===== src/rtl/sa6_det_pkg.sv =====
package sa6_det_pkg;

    localparam int SA6_GROUP_LEN = 4;
    localparam int SA6_REPEAT_N  = 3;
    localparam int SA6_NUM_CLASS = 6;

    typedef enum logic [2:0] {
        CLS_1000 = 3'd0,
        CLS_1010 = 3'd1,
        CLS_1100 = 3'd2,
        CLS_1110 = 3'd3,
        CLS_1111 = 3'd4,
        CLS_X    = 3'd5,
        CLS_NONE = 3'd7
    } sa6_cls_e;

    typedef struct packed {
        logic                     done;
        logic [SA6_GROUP_LEN-1:0] bits;
    } sa6_group_t;

    typedef struct packed {
        logic     confirm;
        sa6_cls_e cls;
    } sa6_verdict_t;

    // Earliest received bit is the MSB of the argument.
    function automatic sa6_cls_e sa6_classify(input logic [SA6_GROUP_LEN-1:0] g);
        case (g)
            4'b1000: return CLS_1000;
            4'b1010: return CLS_1010;
            4'b1100: return CLS_1100;
            4'b1110: return CLS_1110;
            4'b1111: return CLS_1111;
            default: return CLS_X;
        endcase
    endfunction

endpackage


===== src/rtl/sa6_grouper.sv =====
module sa6_grouper
    import sa6_det_pkg::*;
#(
    parameter int G = SA6_GROUP_LEN
) (
    input  logic       clk,
    input  logic       rst,
    input  logic       bit_i,
    input  logic       valid_i,
    input  logic       smf_i,
    input  logic       align_sub_i,
    output sa6_group_t grp_o
);
    localparam int CW = (G > 1) ? $clog2(G) : 1;
    localparam logic [CW-1:0] LAST = CW'(G - 1);

    logic [CW-1:0] pos_q;
    logic [CW-1:0] pos_eff;
    logic [G-2:0]  shreg_q;

    // Sub-multiframe marker realigns the group in synchronous mode only.
    always_comb begin
        pos_eff = (align_sub_i && smf_i) ? '0 : pos_q;
        grp_o.done = valid_i && (pos_eff == LAST);
        grp_o.bits = {shreg_q, bit_i};
    end

    always_ff @(posedge clk) begin
        if (rst) begin
            pos_q   <= '0;
            shreg_q <= '0;
        end else if (valid_i) begin
            shreg_q <= {shreg_q[G-3:0], bit_i};
            pos_q   <= (pos_eff == LAST) ? '0 : pos_eff + 1'b1;
        end
    end

    p_pos_in_range_r1: assert property (@(posedge clk) disable iff (rst)
        pos_q <= LAST);
    p_idle_holds_pos_r1: assert property (@(posedge clk) disable iff (rst)
        !valid_i |=> $stable(pos_q));

endmodule


===== src/rtl/sa6_validator.sv =====
module sa6_validator
    import sa6_det_pkg::*;
#(
    parameter int REP = SA6_REPEAT_N
) (
    input  logic         clk,
    input  logic         rst,
    input  sa6_group_t   grp_i,
    output sa6_verdict_t verdict_o
);
    localparam int CNTW = $clog2(REP + 1);
    localparam logic [CNTW-1:0] REP_C = CNTW'(REP);

    sa6_cls_e        prev_q;
    sa6_cls_e        cls;
    logic [CNTW-1:0] run_q;
    logic [CNTW-1:0] run_nxt;

    always_comb begin
        cls = sa6_classify(grp_i.bits);
        if (cls == prev_q && run_q != '0)
            run_nxt = (run_q == REP_C) ? REP_C : run_q + 1'b1;
        else
            run_nxt = CNTW'(1);
        verdict_o.cls     = cls;
        verdict_o.confirm = grp_i.done && (run_nxt == REP_C);
    end

    always_ff @(posedge clk) begin
        if (rst) begin
            prev_q <= CLS_NONE;
            run_q  <= '0;
        end else if (grp_i.done) begin
            prev_q <= cls;
            run_q  <= run_nxt;
        end
    end

    p_run_bounded_r3: assert property (@(posedge clk) disable iff (rst)
        run_q <= REP_C);
    p_confirm_after_run_r3: assert property (@(posedge clk) disable iff (rst)
        verdict_o.confirm |-> (run_q >= REP_C - 1'b1) && (prev_q == verdict_o.cls));

endmodule


===== src/rtl/sa6_status.sv =====
module sa6_status
    import sa6_det_pkg::*;
#(
    parameter int NC = SA6_NUM_CLASS
) (
    input  logic          clk,
    input  logic          rst,
    input  sa6_verdict_t  verdict_i,
    input  logic          upd_en_i,
    input  logic          rd_i,
    output logic [NC-1:0] status_o,
    output sa6_cls_e      det_o,
    output logic          irq_o
);
    logic          take;
    logic [NC-1:0] set_vec;

    always_comb begin
        take    = verdict_i.confirm && upd_en_i;
        set_vec = take ? (NC'(1) << verdict_i.cls) : '0;
    end

    always_ff @(posedge clk) begin
        if (rst) begin
            status_o <= '0;
            det_o    <= CLS_NONE;
            irq_o    <= 1'b0;
        end else begin
            status_o <= (rd_i ? '0 : status_o) | set_vec;
            if (take && verdict_i.cls != det_o) begin
                det_o <= verdict_i.cls;
                irq_o <= 1'b1;
            end else begin
                irq_o <= 1'b0;
            end
        end
    end

    p_read_clears_r5: assert property (@(posedge clk) disable iff (rst)
        rd_i && (set_vec == '0) |=> status_o == '0);
    p_irq_marks_change_r6: assert property (@(posedge clk) disable iff (rst)
        irq_o |-> det_o != $past(det_o));
    p_code_moves_with_irq_r6: assert property (@(posedge clk) disable iff (rst)
        !$stable(det_o) |-> irq_o);

endmodule


===== src/rtl/sa6_code_detector.sv =====
module sa6_code_detector
    import sa6_det_pkg::*;
#(
    parameter int GROUP_LEN = SA6_GROUP_LEN,
    parameter int REPEAT_N  = SA6_REPEAT_N,
    parameter int NUM_CLASS = SA6_NUM_CLASS
) (
    input  logic                 clk,
    input  logic                 rst,
    input  logic                 sa6_bit,
    input  logic                 sa6_valid,
    input  logic                 smf_start,
    input  logic                 bf_sync,
    input  logic                 mf_sync,
    input  logic                 sync_mode,
    input  logic                 status_rd,
    output logic [NUM_CLASS-1:0] status,
    output logic [2:0]           det_code,
    output logic                 change_irq
);
    sa6_group_t   grp;
    sa6_verdict_t verdict;
    sa6_cls_e     det;
    logic         upd_en;

    assign upd_en   = bf_sync && (!sync_mode || mf_sync);
    assign det_code = det;

    sa6_grouper #(.G(GROUP_LEN)) u_grouper (
        .clk         (clk),
        .rst         (rst),
        .bit_i       (sa6_bit),
        .valid_i     (sa6_valid),
        .smf_i       (smf_start),
        .align_sub_i (sync_mode),
        .grp_o       (grp)
    );

    sa6_validator #(.REP(REPEAT_N)) u_validator (
        .clk       (clk),
        .rst       (rst),
        .grp_i     (grp),
        .verdict_o (verdict)
    );

    sa6_status #(.NC(NUM_CLASS)) u_status (
        .clk      (clk),
        .rst      (rst),
        .verdict_i(verdict),
        .upd_en_i (upd_en),
        .rd_i     (status_rd),
        .status_o (status),
        .det_o    (det),
        .irq_o    (change_irq)
    );

    p_bf_gate_r7: assert property (@(posedge clk) disable iff (rst)
        !bf_sync |=> !change_irq && $stable(det_code));
    p_mf_gate_r8: assert property (@(posedge clk) disable iff (rst)
        sync_mode && !mf_sync |=> !change_irq && $stable(det_code));
    p_irq_single_r6: assert property (@(posedge clk) disable iff (rst)
        change_irq |=> !change_irq);

endmodule


===== config.mk =====
export PLATFORM = sky130hd
export DESIGN_NAME = sa6_code_detector
export DESIGN_NICKNAME = d
export VERILOG_FILES = /design/src/rtl/sa6_det_pkg.sv /design/src/rtl/sa6_grouper.sv /design/src/rtl/sa6_validator.sv /design/src/rtl/sa6_status.sv /design/src/rtl/sa6_code_detector.sv
export SDC_FILE = /design/constraint.sdc
export NUM_CORES = 1
export LEC_CHECK = 0
export BUFFER_PORTS_ARGS = -buffer_cell sky130_fd_sc_hd__buf_2
export CAP_MARGIN = 10
export CORE_AREA = 4 4 47 49
export DETAILED_ROUTE_END_ITERATION = 10
export DIE_AREA = 0 0 51 53
export PLACE_DENSITY = 0.76
export REMOVE_ABC_BUFFERS = 1
export SLEW_MARGIN = 10
export SYNTH_ARGS = -nofsm -noshare
export SYNTH_HDL_FRONTEND = slang
export SYNTH_HIERARCHICAL = 1
export SYNTH_SLANG_ARGS = --single-unit
export TNS_END_PERCENT = 30

===== constraint.sdc =====
create_clock -name clk -period 5.9 [get_ports clk]
set_clock_uncertainty 0.15 [all_clocks]
set_input_delay 1.18 -clock clk [delete_from_list [all_inputs] [get_ports clk]]
set_output_delay 1.18 -clock clk [all_outputs]
set_load 0.02 [all_outputs]

Yosys cells after proc, flatten, opt, wreduce, memory -nomap -nowiden
Index checks and enable logic that the tools add are counted.

$add $sub $neg: 2. Equal/unequal tests: 10. Shift operators: 1. Muxes and demuxes: 8. Bitwise gates (word level): 1. Reduce and logical (&&, ||, !) cells: 10.

Operators by type and width (number): $eq A4 B4 Y1 const B (5); $pmux W3 S5 (1); $mux W6 (2); $mux W2 (4); $logic_and A1 B1 Y1 (7); $eq A2 B2 Y1 const B (3); $or A6 B6 Y6 (1); $shl A1 B3 Y6 const A (1); $add A2 B1 Y2 const B (2); $eq A3 B3 Y1 (1); $ne A3 B3 Y1 (1); $reduce_bool A2 Y1 (1); $logic_not A1 Y1 (1); $logic_or A1 B1 Y1 (1); $mux W1 (1).

Register bits after elaboration: 20. Input port bits: 9.

Depth between registers and ports, before layout
Depth in word-level cells: 10. Mapped depth: 9. Mapped depth without buffers: 8.

Hierarchy
The synthesis kept the hierarchy.

Modules (own cells, without submodules): sa6_status (instances 1, cells an instance 42, area an instance 419.2 um2, sequential area each 200.2 um2); sa6_validator (instances 1, cells an instance 32, area an instance 282.8 um2, sequential area each 100.1 um2); sa6_grouper (instances 1, cells an instance 21, area an instance 229.0 um2, sequential area each 100.1 um2); sa6_code_detector (instances 1, cells an instance 2, area an instance 11.3 um2, sequential area each 0.0 um2).

Worst setup path after synthesis
Ideal clock, no wire load.

Path type: input to register. Start: input port sa6_bit. End: register u_status.status_o[1]. Arrival time: 3200 ps. Required time: 5680 ps. Slack: 2480 ps. Stages on the path: 8. Buffers on the path: 1. Cells stage by stage: buf_4 -> and3_1 -> o21ai_2 -> xor2_1 -> nor4_1 -> nand2_2 -> or4b_1 -> a21oi_1.

RTL lines: start: declaration (line sa6_code_detector.sv:10) `input logic sa6_bit,`; end signal: assignment (line sa6_status.sv:29) `status_o <= (rd_i ? '0 : status_o) | set_vec;`; end: declaration (line sa6_status.sv:11) `output logic [NC-1:0] status_o,`.

==> out/metrics.csv <==
metric,value,unit
status,"finished, final reports clean",
postCtsSetupBuffers,0,
wl_met3,80,um
dp.cells,138,
hold_path_end,u_status/status_o[2]$_SDFF_PP0_,
path_max_fanout,10,
multiInputGateArea,504.2,sq um
antenna_found_initial,0,
grt_usage,14.10,%
cts.repair.resized,0,
cp_slowest_cell,nor4_1,
yosysUniqueCellTypes,38,
p_clk_share,33.6,%
num_io_pins,19,
yosysSeqAreaShare,42.50,%
clockBufferDepth,2,
dp_hpwl,1256,um
htree_levels,1,
clk_pin_slew,0.10,ns
worst_setup_path_start_kind,input port,
ir_drop,144.6,uV
final_core_util,57.80,%
final.setup.worst_slack,2.463,ns
grt_pass1_wl,2746,um
crit_type,in2reg,
yosysWarnings,6,
grt_overflow_total,0,
cts-root-buf,clkbuf_4,
cts_tree,done,
die_w,51,um
ys_seq_elements,20,
num_rows,16,
maxCapViolCount,0,
wl_per_cell,11.94,um
cts_made_buffers,3,
syn_to_final_growth,14.21,%
worstHoldPathCells,2,
r2r-end,u_status/status_o[1]$_SDFF_PP0_,
route.detailed.drc,0,
worst_slew_pin_slew,0.6654,ns
worst_r2r_path_depth,7,
layout_min_cycle_time,3.437,ns
drt-initial-drc-count,5,
worst_path_largest_cell_delay,0.64,ns
cp_data_arrival_time,3.52,ns
routed.top_layer,met4,
port_buffers,18,
routed_wl,1695,um
netlist_area,942.2,sq um
power,0.2310,mW
p_seq_share,59.9,%
cts_hold_buf,0,
start_util,50.60,%
regArea,400.4,sq um
reg2reg_from,u_grouper/shreg_q[0]$_SDFFE_PP0P_,
n_antenna_cell,0,
route.met2.wl,825,um
placeableCoreArea,1862,sq um
rsz0062_at_grt,no,
power_leakage,0.4340,nW
critPathRequiredTime,5.98,ns
final_cell_mix,"dfxtp_1, buf_2, nor2_1, a21oi_1, nand2b_1",
r2r_slack,3.13,ns
grt_pass1_vias,663,
p_comb_share,6.4,%
grt_start_max_net_pins,22,
p_int,0.1813,mW
gp_congestion,0.6852,
fin_setup_tns,0,ns
die_area,2703,sq um
maxSlewHeadroom,55.23,%
finalHoldViolCount,0,
fin_crit_sh,58.26,%
final_max_slew_viol_count,0,
fmax,290.9,MHz
mostFrequentLayoutCell,dfxtp_1,
wl_met1,742,um
syn_inst,97,
powerDensity,214.7,nW/um^2
setup_violations,0,
instances_no_fill,142,
crit_chain,buf_2 -> and3_1 -> o21ai_2 -> xor2_1 -> nor4_1 -> nand2_2 -> or4b_1 -> a21oi_1,
swShare,21.53,%
postRouteAntennaNets,0,
first_pass_iters,4,
viasPerCell,5.169,
min-delay-start,u_status/status_o[2]$_SDFF_PP0_,
drive_gt1_share,31.30,%
n_fill_cell,174,
insertion_delay,0.30,ns
clock_sinks,20,
dp_slack,2.161,ns
p_sw,0.04974,mW
die_height,53,um
hp-class,reg2reg,
nNetsFinal,126,
avgSynthCellArea,9.713,sq um
cp-end-kind,flip-flop,
vias,734,
## worst max-delay path, delay by kind of cell
kind	cells	cell delay, ns
xor+xnor	1	0.20
simple gates	4	1.54
buf+inv	1	0.12
compound gates	2	0.48
## synth_stat cells (all sizes together)
master / number / share of area [%]
a211o: 5 / 5.0
a211oi: 1 / 1.3
a21boi: 3 / 2.8
a21oi: 7 / 3.7
a311oi: 1 / 0.93
and2: 1 / 0.80
and3: 4 / 3.1
buf: 2 / 2.0
clkbuf: 2 / 0.80
dfxtp: 20 / 42
ha: 1 / 1.3
inv: 3 / 1.2
mux2i: 4 / 4.2
nand2: 2 / 1.1
nand2b: 6 / 4.0
nand3b: 2 / 2.0
nand4: 1 / 0.66
nand4b: 1 / 0.93
nor2: 11 / 4.4
nor2b: 4 / 2.7
nor4: 1 / 0.66
o21ai: 2 / 1.5
o31a: 1 / 0.93
o32ai: 1 / 1.7
or2: 1 / 0.66
or3b: 1 / 0.93
or4: 2 / 1.6
or4b: 1 / 1.1
xnor2: 4 / 3.7
xor2: 2 / 1.9
## through the flow
step	area, sq um	hold WS, ns
after floorplan	915.9	0.3034
after global placement	1040	0.3012
after detailed placement	1040	0.3070
after CTS	1076	0.3237
after global routing	1076	0.3533
final	1076	0.3196
## how the worst max path moves through the flow
stage	cells after the start	to	start
2_1_floorplan	7	u_status/status_o[1]$_SDFF_PP0_	sa6_bit
6_report	8	u_status/status_o[1]$_SDFF_PP0_	sa6_bit
5_1_grt	8	u_status/status_o[1]$_SDFF_PP0_	sa6_bit
3_5_place_dp	8	u_status/status_o[1]$_SDFF_PP0_	sa6_bit
4_1_cts	8	u_status/status_o[1]$_SDFF_PP0_	sa6_bit
3_3_place_gp	8	u_status/status_o[1]$_SDFF_PP0_	sa6_bit
## sequential cells by signal, summed over array words and instances (netlist names)
register	cells
u_status/irq_o	1
u_validator/prev_q	3
u_validator/run_q	2
u_status/status_o	6
u_status/det_o	3
u_grouper/pos_q	2
u_grouper/shreg_q	3
## layer usage
layer	track usage [%]	vias up
met2	23.61	17
li1	-	378
met3	3.380	5
met1	15.31	334
met4	10.76	0
met5	0	-
## power groups by stage
| stage | combinational, mW | sequential, mW | clock (mW) |
|---|---|---|---|
| after global routing | 0.0165 | 0.139 | 0.0890 |
| after detailed placement | 0.0149 | 0.142 | 0 |
| after CTS | 0.0149 | 0.138 | 0.0822 |
| after floorplan | 0.00751 | 0.141 | 0 |
| after global placement | 0.0143 | 0.141 | 0 |
| final | 0.0149 | 0.138 | 0.0777 |
## cell families (layout without fill, tap and decap cells)
| logic type | after synthesis | after routing | synth area share [%] |
|---|---|---|---|
| flip-flops | 20 | 20 | 42.50 |
| buffers and inverters | 7 | 25 | 3.984 |
| AO/OA/AOI/OAI | 21 | 21 | 17.93 |
| adder cells (fa/ha/maj) | 1 | 1 | 1.328 |
| multiplexers | 4 | 4 | 4.250 |
| AND/OR/NAND/NOR | 38 | 38 | 24.44 |
| XOR/XNOR | 6 | 6 | 5.578 |
## cell type report
class / count / share of cell area [%]
clock buffer: 4 / 3.372
tap: 27 / 3.140
multi-input combinational: 70 / 46.86
inverter: 3 / 1.047
timing repair buffer: 18 / 8.372
sequential: 20 / 37.21
(Power assumes the default switching activity.)
